===== src/rtl/io_intr_pkg.sv =====
package io_intr_pkg;
  typedef enum logic [1:0] {
    ENT_IDLE   = 2'd0,
    ENT_SAVE   = 2'd1,
    ENT_VECTOR = 2'd2
  } entry_state_e;
endpackage


===== src/rtl/io_in_port.sv =====
module io_in_port #(
  parameter int DATA_W = 8
) (
  input  logic              clk,
  input  logic              rst_n,
  input  logic              arrive,
  input  logic [DATA_W-1:0] arrive_data,
  input  logic              take,
  output logic [DATA_W-1:0] data_q,
  output logic              ready_q,
  output logic              lost_q
);
  logic [DATA_W-1:0] data_d;
  logic              ready_d;
  logic              lost_d;
  logic              data_en;

  always_comb begin
    data_en = arrive && !ready_q;
    data_d  = arrive_data;
    ready_d = ready_q;
    lost_d  = lost_q;
    if (arrive && ready_q) lost_d = 1'b1;
    if (data_en)           ready_d = 1'b1;
    if (take) begin
      ready_d = 1'b0;
      lost_d  = 1'b0;
    end
  end

  always_ff @(posedge clk or negedge rst_n) begin
    if (!rst_n) begin
      ready_q <= 1'b0;
      lost_q  <= 1'b0;
    end else begin
      ready_q <= ready_d;
      lost_q  <= lost_d;
    end
  end

  always_ff @(posedge clk or negedge rst_n) begin
    if (!rst_n)       data_q <= '0;
    else if (data_en) data_q <= data_d;
  end
endmodule


===== src/rtl/io_out_port.sv =====
module io_out_port #(
  parameter int DATA_W = 8
) (
  input  logic              clk,
  input  logic              rst_n,
  input  logic              load,
  input  logic [DATA_W-1:0] load_data,
  input  logic              done,
  output logic [DATA_W-1:0] data_q,
  output logic              ready_q
);
  logic load_en;
  logic ready_d;

  always_comb begin
    load_en = load && ready_q;
    ready_d = ready_q;
    if (done)    ready_d = 1'b1;
    if (load_en) ready_d = 1'b0;
  end

  always_ff @(posedge clk or negedge rst_n) begin
    if (!rst_n) ready_q <= 1'b1;
    else        ready_q <= ready_d;
  end

  always_ff @(posedge clk or negedge rst_n) begin
    if (!rst_n)       data_q <= '0;
    else if (load_en) data_q <= load_data;
  end
endmodule


===== src/rtl/io_intr_ctrl.sv =====
module io_intr_ctrl
  import io_intr_pkg::*;
#(
  parameter int ADDR_W = 12,
  parameter int WORD_W = 16
) (
  input  logic              clk,
  input  logic              rst_n,
  input  logic              ion,
  input  logic              iof,
  input  logic              flag_any,
  input  logic              fetch_busy,
  input  logic              cycle_start,
  input  logic [ADDR_W-1:0] pc_in,
  output logic              ien_q,
  output logic              pend_q,
  output logic              busy,
  output logic              mem_we,
  output logic [ADDR_W-1:0] mem_addr,
  output logic [WORD_W-1:0] mem_wdata,
  output logic              pc_load,
  output logic [ADDR_W-1:0] pc_value
);
  localparam logic [ADDR_W-1:0] SAVE_ADDR = '0;
  localparam logic [ADDR_W-1:0] VEC_ADDR  = SAVE_ADDR + 1'b1;
  localparam int                PAD_W     = WORD_W - ADDR_W;

  entry_state_e      st_q, st_d;
  logic [ADDR_W-1:0] tr_q;
  logic              tr_en;
  logic              go;
  logic              ien_d, pend_d;

  always_comb begin
    go     = (st_q == ENT_IDLE) && cycle_start && pend_q;
    tr_en  = go;
    st_d   = st_q;
    ien_d  = ien_q;
    pend_d = pend_q;
    unique case (st_q)
      ENT_IDLE:   if (go) st_d = ENT_SAVE;
      ENT_SAVE:   st_d = ENT_VECTOR;
      ENT_VECTOR: st_d = ENT_IDLE;
      default:    st_d = ENT_IDLE;
    endcase
    if (ion) ien_d = 1'b1;
    if (iof) ien_d = 1'b0;
    if (ien_q && flag_any && !fetch_busy) pend_d = 1'b1;
    if (st_q == ENT_VECTOR) begin
      ien_d  = 1'b0;
      pend_d = 1'b0;
    end
  end

  always_comb begin
    busy      = go || (st_q != ENT_IDLE);
    mem_we    = (st_q == ENT_SAVE);
    mem_addr  = SAVE_ADDR;
    mem_wdata = {{PAD_W{1'b0}}, tr_q};
    pc_load   = (st_q == ENT_SAVE) || (st_q == ENT_VECTOR);
    pc_value  = (st_q == ENT_VECTOR) ? VEC_ADDR : SAVE_ADDR;
  end

  always_ff @(posedge clk or negedge rst_n) begin
    if (!rst_n) begin
      st_q   <= ENT_IDLE;
      ien_q  <= 1'b0;
      pend_q <= 1'b0;
    end else begin
      st_q   <= st_d;
      ien_q  <= ien_d;
      pend_q <= pend_d;
    end
  end

  always_ff @(posedge clk or negedge rst_n) begin
    if (!rst_n)     tr_q <= '0;
    else if (tr_en) tr_q <= pc_in;
  end
endmodule


===== src/rtl/io_intr_unit.sv =====
module io_intr_unit #(
  parameter int DATA_W = 8,
  parameter int ADDR_W = 12,
  parameter int WORD_W = 16
) (
  input  logic              clk,
  input  logic              rst_n,
  input  logic              char_valid,
  input  logic [DATA_W-1:0] char_data,
  input  logic              print_done,
  input  logic [DATA_W-1:0] acc_lo,
  input  logic              cmd_take_in,
  input  logic              cmd_load_out,
  input  logic              cmd_int_on,
  input  logic              cmd_int_off,
  input  logic              fetch_busy,
  input  logic              cycle_start,
  input  logic [ADDR_W-1:0] pc_in,
  output logic [DATA_W-1:0] in_data,
  output logic              in_ready,
  output logic              overrun,
  output logic [DATA_W-1:0] out_data,
  output logic              out_ready,
  output logic              int_enable,
  output logic              int_pending,
  output logic              intr_busy,
  output logic              mem_we,
  output logic [ADDR_W-1:0] mem_addr,
  output logic [WORD_W-1:0] mem_wdata,
  output logic              pc_load,
  output logic [ADDR_W-1:0] pc_value
);
  logic [1:0] rst_sync_q;
  logic       rst_int_n;

  always_ff @(posedge clk or negedge rst_n) begin
    if (!rst_n) rst_sync_q <= 2'b00;
    else        rst_sync_q <= {rst_sync_q[0], 1'b1};
  end
  assign rst_int_n = rst_sync_q[1];

  io_in_port #(.DATA_W(DATA_W)) u_in (
    .clk(clk), .rst_n(rst_int_n), .arrive(char_valid), .arrive_data(char_data),
    .take(cmd_take_in), .data_q(in_data), .ready_q(in_ready), .lost_q(overrun)
  );

  io_out_port #(.DATA_W(DATA_W)) u_out (
    .clk(clk), .rst_n(rst_int_n), .load(cmd_load_out), .load_data(acc_lo),
    .done(print_done), .data_q(out_data), .ready_q(out_ready)
  );

  io_intr_ctrl #(.ADDR_W(ADDR_W), .WORD_W(WORD_W)) u_ctrl (
    .clk(clk), .rst_n(rst_int_n), .ion(cmd_int_on), .iof(cmd_int_off),
    .flag_any(in_ready | out_ready), .fetch_busy(fetch_busy),
    .cycle_start(cycle_start), .pc_in(pc_in), .ien_q(int_enable),
    .pend_q(int_pending), .busy(intr_busy), .mem_we(mem_we),
    .mem_addr(mem_addr), .mem_wdata(mem_wdata), .pc_load(pc_load),
    .pc_value(pc_value)
  );
endmodule


===== config.mk =====
export PLATFORM = sky130hd
export DESIGN_NAME = io_intr_unit
export DESIGN_NICKNAME = d
export VERILOG_FILES = /design/src/rtl/io_intr_pkg.sv /design/src/rtl/io_in_port.sv /design/src/rtl/io_out_port.sv /design/src/rtl/io_intr_ctrl.sv /design/src/rtl/io_intr_unit.sv
export SDC_FILE = /design/constraint.sdc
export NUM_CORES = 1
export LEC_CHECK = 0
export BUFFER_PORTS_ARGS = -buffer_cell sky130_fd_sc_hd__buf_2
export CORE_ASPECT_RATIO = 1.75
export CORE_MARGIN = 3
export CORE_UTILIZATION = 35
export DETAILED_ROUTE_END_ITERATION = 10
export PLACE_DENSITY = 0.67
export SLEW_MARGIN = 20
export SYNTH_ARGS = -nofsm -noshare
export SYNTH_HDL_FRONTEND = slang
export SYNTH_HIERARCHICAL = 1
export SYNTH_SLANG_ARGS = --single-unit

===== constraint.sdc =====
create_clock -name clk -period 1.8 [get_ports clk]
set_input_delay 0.54 -clock clk [delete_from_list [all_inputs] [get_ports clk]]
set_output_delay 0.54 -clock clk [all_outputs]
set_load 0.05 [all_outputs]

After elaboration in Yosys (flattened, before gate mapping)
Cells that the tools add are included.
{"block": "word_totals", "ff_bits": 37, "in_bits": 38, "wordCells": 46}
{"block": "classes", "n_eq_ne": 3, "n_mux": 14, "bitwise_logic": 1, "n_reduce_logical": 18}
{"op": "$mux 1", "n": 12}
{"op": "$reduce_bool 2->1", "n": 5}
{"op": "$logic_and 1x1->1", "n": 7}
{"op": "$pmux 2 s2", "n": 1}
{"op": "$reduce_bool 3->1", "n": 1}
{"op": "$eq 2x1->1 const B", "n": 1}
{"op": "$eq 2x2->1 const B", "n": 1}
{"op": "$logic_not 1->1", "n": 2}
{"op": "$logic_not 2->1", "n": 1}
{"op": "$logic_or 1x1->1", "n": 2}
{"op": "$mux 2", "n": 1}
{"op": "$ne 2x1->1 const B", "n": 1}
{"op": "$or 1x1->1", "n": 1}

Longest topological paths before layout
{"block": "depth", "word_depth": 5, "mapped_depth": 5, "mapped_depth_nobuf": 4}

Cells and area by module
Netlist, hierarchy kept.
{"mod": "io_intr_ctrl", "n_inst": 1, "cells_per_inst": 73, "area_each_um2": 917.1}
{"mod": "io_in_port", "n_inst": 1, "cells_per_inst": 24, "area_each_um2": 411.6}
{"mod": "io_out_port", "n_inst": 1, "cells_per_inst": 20, "area_each_um2": 341.6}
{"mod": "io_intr_unit", "n_inst": 1, "cells_per_inst": 4, "area_each_um2": 60.1}

Worst setup path before layout
No wires, ideal clock.
{"block": "synth_timing", "path_type": "reg2out", "start": "reg u_ctrl.pend_q", "end": "out intr_busy", "t_arrival_ns": 1.181, "slack_ns": 0.079, "stages_incl_launch_ff": 3, "cell_sequence": "dfrtp_1 -> a21boi_1 -> inv_1"}
{"block": "synth_via", "elab_chain_cells": 2}
{"element": "start, declared", "line_no": "io_intr_ctrl.sv:16", "source": "output logic pend_q,"}
{"element": "start signal, assigned", "line_no": "io_intr_ctrl.sv:72", "source": "pend_q <= pend_d;"}
{"element": "$logic_and 1x1->1", "line_no": "io_intr_ctrl.sv:35", "source": "go = (st_q == ENT_IDLE) && cycle_start && pend_q;"}
{"element": "$logic_or 1x1->1", "line_no": "io_intr_ctrl.sv:56", "source": "busy = go || (st_q != ENT_IDLE);"}
{"element": "end, declared", "line_no": "io_intr_unit.sv:26", "source": "output logic intr_busy,"}
Every way passes these cells.

Worst setup path after layout
{"block": "layout_timing", "start": "reg u_ctrl.st_q[1]", "end": "out intr_busy"}
{"block": "layout_via", "elab_chain_cells": 4}
{"element": "start, declared", "line_no": "io_intr_ctrl.sv:28", "source": "entry_state_e st_q, st_d;"}
{"element": "start signal, assigned", "line_no": "io_intr_ctrl.sv:70", "source": "st_q <= st_d;"}
{"element": "$logic_not 2->1", "line_no": "io_intr_ctrl.sv:35"}
{"element": "$logic_and 1x1->1 (2 in a row)", "line_no": "io_intr_ctrl.sv:35"}
{"element": "$logic_or 1x1->1 *", "line_no": "io_intr_ctrl.sv:56"}
Mark *: on every way between the ends. The rest lies on a longest branch, timed or not.

==> impl_metrics.env <==
export IMPL_p_seq_share_pct=29.9
export IMPL_cts_tree="built"
export IMPL_cp_required_ps=1260
export IMPL_synth_seq_cells=37
export IMPL_grt_busiest_layer="met2"
export IMPL_status="finished, violations left"
export IMPL_p_sw_mw=1.93
export IMPL_vias=1123
export IMPL_max_freq_mhz=545
export IMPL_drc_errors=0
export IMPL_ir_worst_vdd_v=0.00134
export IMPL_grt_use_met3_pct=3.80
export IMPL_synth_common_cells="dfrtp_1 (36), buf_4 (27), mux2_4 (18)"
export IMPL_seq_area_frac_synth_pct=53.6
export IMPL_cts_buffers=5
export IMPL_drt_iter0_markers=8
export IMPL_use_met1_pct=12.0
export IMPL_worstSetupPathType="flop to primary output"
export IMPL_syn_area_per_cell_sq_um=14.3
export IMPL_dp_hpwl_um=2580
export IMPL_skew_ps=4.32
export IMPL_die_height_um=99.0
export IMPL_switching_share_pct=47.1
export IMPL_cts_htree_levels=2
export IMPL_clock_sinks=37
export IMPL_grt_antenna_before_repair=0
export IMPL_synth_area_leaders="dfrtp_1 (52%), mux2_4 (16%), buf_4 (12%), mux2_2 (7.8%), ha_1 (2.9%)"
export IMPL_place_inst=247
export IMPL_wl_per_cell_um=13.3
export IMPL_area_growth_pct=31.3
export IMPL_pwr_share_clk_pct=13.4
export IMPL_rsz0062_at_grt="yes"
export IMPL_ios=102
export IMPL_wirelength_um=3540
export IMPL_fin_crit_ps=1830
export IMPL_slew_viol_final=0
export IMPL_tns_ps=-91.0
export IMPL_arrival_ps=1290
export IMPL_fin_nets=256
export IMPL_post_synth_top_count_cell="dfrtp_1"
export IMPL_final_util_pct=47.9
export IMPL_grt_pass1_wl_um=5270
export IMPL_synth_xor_area_share_pct=0
export IMPL_core_sq_mm=0.00475
export IMPL_timing_final_ws_setup_ps=-34.7
export IMPL_grt_ovfl_total=0
export IMPL_synth_mux_area_share_pct=24.0
export IMPL_yosys_warnings=6
export IMPL_synth_main_ff_cell="dfrtp_1"
export IMPL_finalCritPeriodShare_pct=102
export IMPL_netlist_area_leader_share_pct=52.1
export IMPL_path_cells="inv_2, ha_4, a21boi_4, inv_2, buf_6"
export IMPL_yosys_area_share_simple_pct=3.98
export IMPL_synth_adder_area_share_pct=2.89
export IMPL_violations="negative setup slack"
export IMPL_clockRootBuffer="clkbuf_8"
export IMPL_startpoint_type="flop"
export IMPL_cts_max_path_buffers=2
export IMPL_netlist_top_cell_by_area="dfrtp_1"
export IMPL_p_leak_nw=1.25
export IMPL_die_w_um=59.2
export IMPL_max_cap_viol_count=0
export IMPL_initial_utilization_pct=36.4
export IMPL_firstDrtPassIters=2
export IMPL_n_antenna_cell=0
export IMPL_cpMostUsedCell="inv_2"
export IMPL_clock_latency_ps=280
export IMPL_num_rows=33
export IMPL_grt_pass1_vias=1112
export IMPL_cp_slowest_stage_delay_ps=400
export IMPL_synth_cells=121
export IMPL_end_kind="primary output"
export IMPL_synth_cell_type_count=19
export IMPL_grt_max_degree=21
export IMPL_power_density_mw_per_mm2=1800
export IMPL_use_met2_pct=22.0
export IMPL_ant_nets=0
export IMPL_combPwrFrac_pct=56.7
export IMPL_intPower_mw=2.17
export IMPL_synth_edff_count=0
export IMPL_finalSetupViolCount=3
export IMPL_synth_compound_area_share_pct=1.01
export IMPL_hold_viol=0
export IMPL_die_area_sq_mm=0.00586
export IMPL_syn_area_sq_mm=0.00173
export IMPL_synth_async_sr_flop_share_pct=100
export IMPL_slowest_stage="dfrtp_1"
export IMPL_grt_use_total_pct=12.2
export IMPL_gp_congestion=0.696
export IMPL_path_clk_slew_ps=70
export IMPL_hp_class="primary input to asynchronous set/reset pin"
export IMPL_synth_top_family_by_area="multiplexers"
export IMPL_stdcell_count=267
export IMPL_port_buffers=74
export IMPL_cp_max_fo=3
export IMPL_layout_drive_gt1_share_pct=62.8
export IMPL_routed_via_density=4.21
export IMPL_ff2ff_path_depth=10
-- registers in the layout (all words and copies together), names as in the netlist --
register,cells
u_in/lost_q,1
u_out/ready_q,1
u_ctrl/ien_q,1
u_in/ready_q,1
u_in/data_q,8
u_ctrl/st_q,2
u_ctrl/tr_q,12
u_out/data_q,8
rst_sync_q,2
u_ctrl/pend_q,1
-- cell families (layout without fill, tap and decap cells) --
group | count (synthesis) | after routing
other | 2 | 28
DFF | 37 | 37
and+or+nand+nor | 10 | 10
buffers and inverters | 34 | 102
adders and majority gates | 4 | 4
AOI/OAI and AO/OA | 3 | 3
muxes | 31 | 31
-- final timing paths --
check	start	endpoint	slack [ps]
min reg2reg	rst_sync_q[1]	u_ctrl/st_q[1]	200
min	rst_n	rst_sync_q[0]	30
max in group asynchronous	rst_sync_q[1]	u_out/ready_q	1350
min in group clk	rst_sync_q[0]	rst_sync_q[1]	360
max reg2reg	u_ctrl/st_q[1]	u_ctrl/st_q[1]	-30
max	u_ctrl/st_q[1]	intr_busy	-30
-- cell type report --
type | instances | area (sq um)
Clock buffer | 6 | 72.6
Clock inverter | 2 | 10.0
Fill cell | 443 | 2480
Inverter | 5 | 18.8
Multi-Input combinational cell | 76 | 681
Sequential cell | 37 | 927
Tap cell | 52 | 65.1
Timing Repair Buffer | 89 | 498
-- layer usage --
layer  vias up  part of all wire [%]
met5         -                     0
met4         0                   1.9
met1       535                    33
met2        57                    57
met3         6                   8.5
li1        525                     -
-- power by group through the flow --
stage / clock, mW / combinational, mW / sequential (mW)
final: 0.549 / 2.33 / 1.23
after global routing: 0.608 / 2.43 / 1.26
after CTS: 0.578 / 2.23 / 1.22
after detailed placement: 0 / 2.01 / 1.24
after global placement: 0 / 2.00 / 1.23
after floorplan: 0 / 0.880 / 2.01
-- worst max-delay path, delay by kind of cell (launching register included) --
family                   cells  cell delay [ps]
flip-flops                   1              400
adder cells (fa/ha/maj)      1              130
AO/OA/AOI/OAI                1              190
buffers and inverters        3              290
-- placed cells by master (no fill, tap or decap), types with 2 or more instances in the layout --
master    count
buf_4        16
conb_1       28
mux2_4       18
inv_2         3
buf_2        71
a21oi_1       2
mux2_2       12
clkbuf_8      5
ha_1          3
nor2_1        4
dfrtp_1      36
inv_1         2
clkinv_2      2
buf_6         2
-- stage by stage --
stage / cell area [sq um] / setup slack, ps / hold WS [ps] / power, mW
floorplan: 1830 / 78.8 / 244 / 2.89
global placement: 2060 / 155 / 209 / 3.23
detailed placement: 2060 / 131 / 209 / 3.25
CTS: 2240 / -18.2 / 22.1 / 4.03
global route: 2270 / -93.0 / 20.9 / 4.29
finish: 2270 / -34.7 / 31.8 / 4.10
-- repair_timing --
action	4_1_cts	5_1_grt
pin swaps	1	1
setup buffers	9	3
hold buffers	0	0
gates resized for setup	8	5
setup endpoints to repair	3	5
Power figures use the tool's default switching activity.
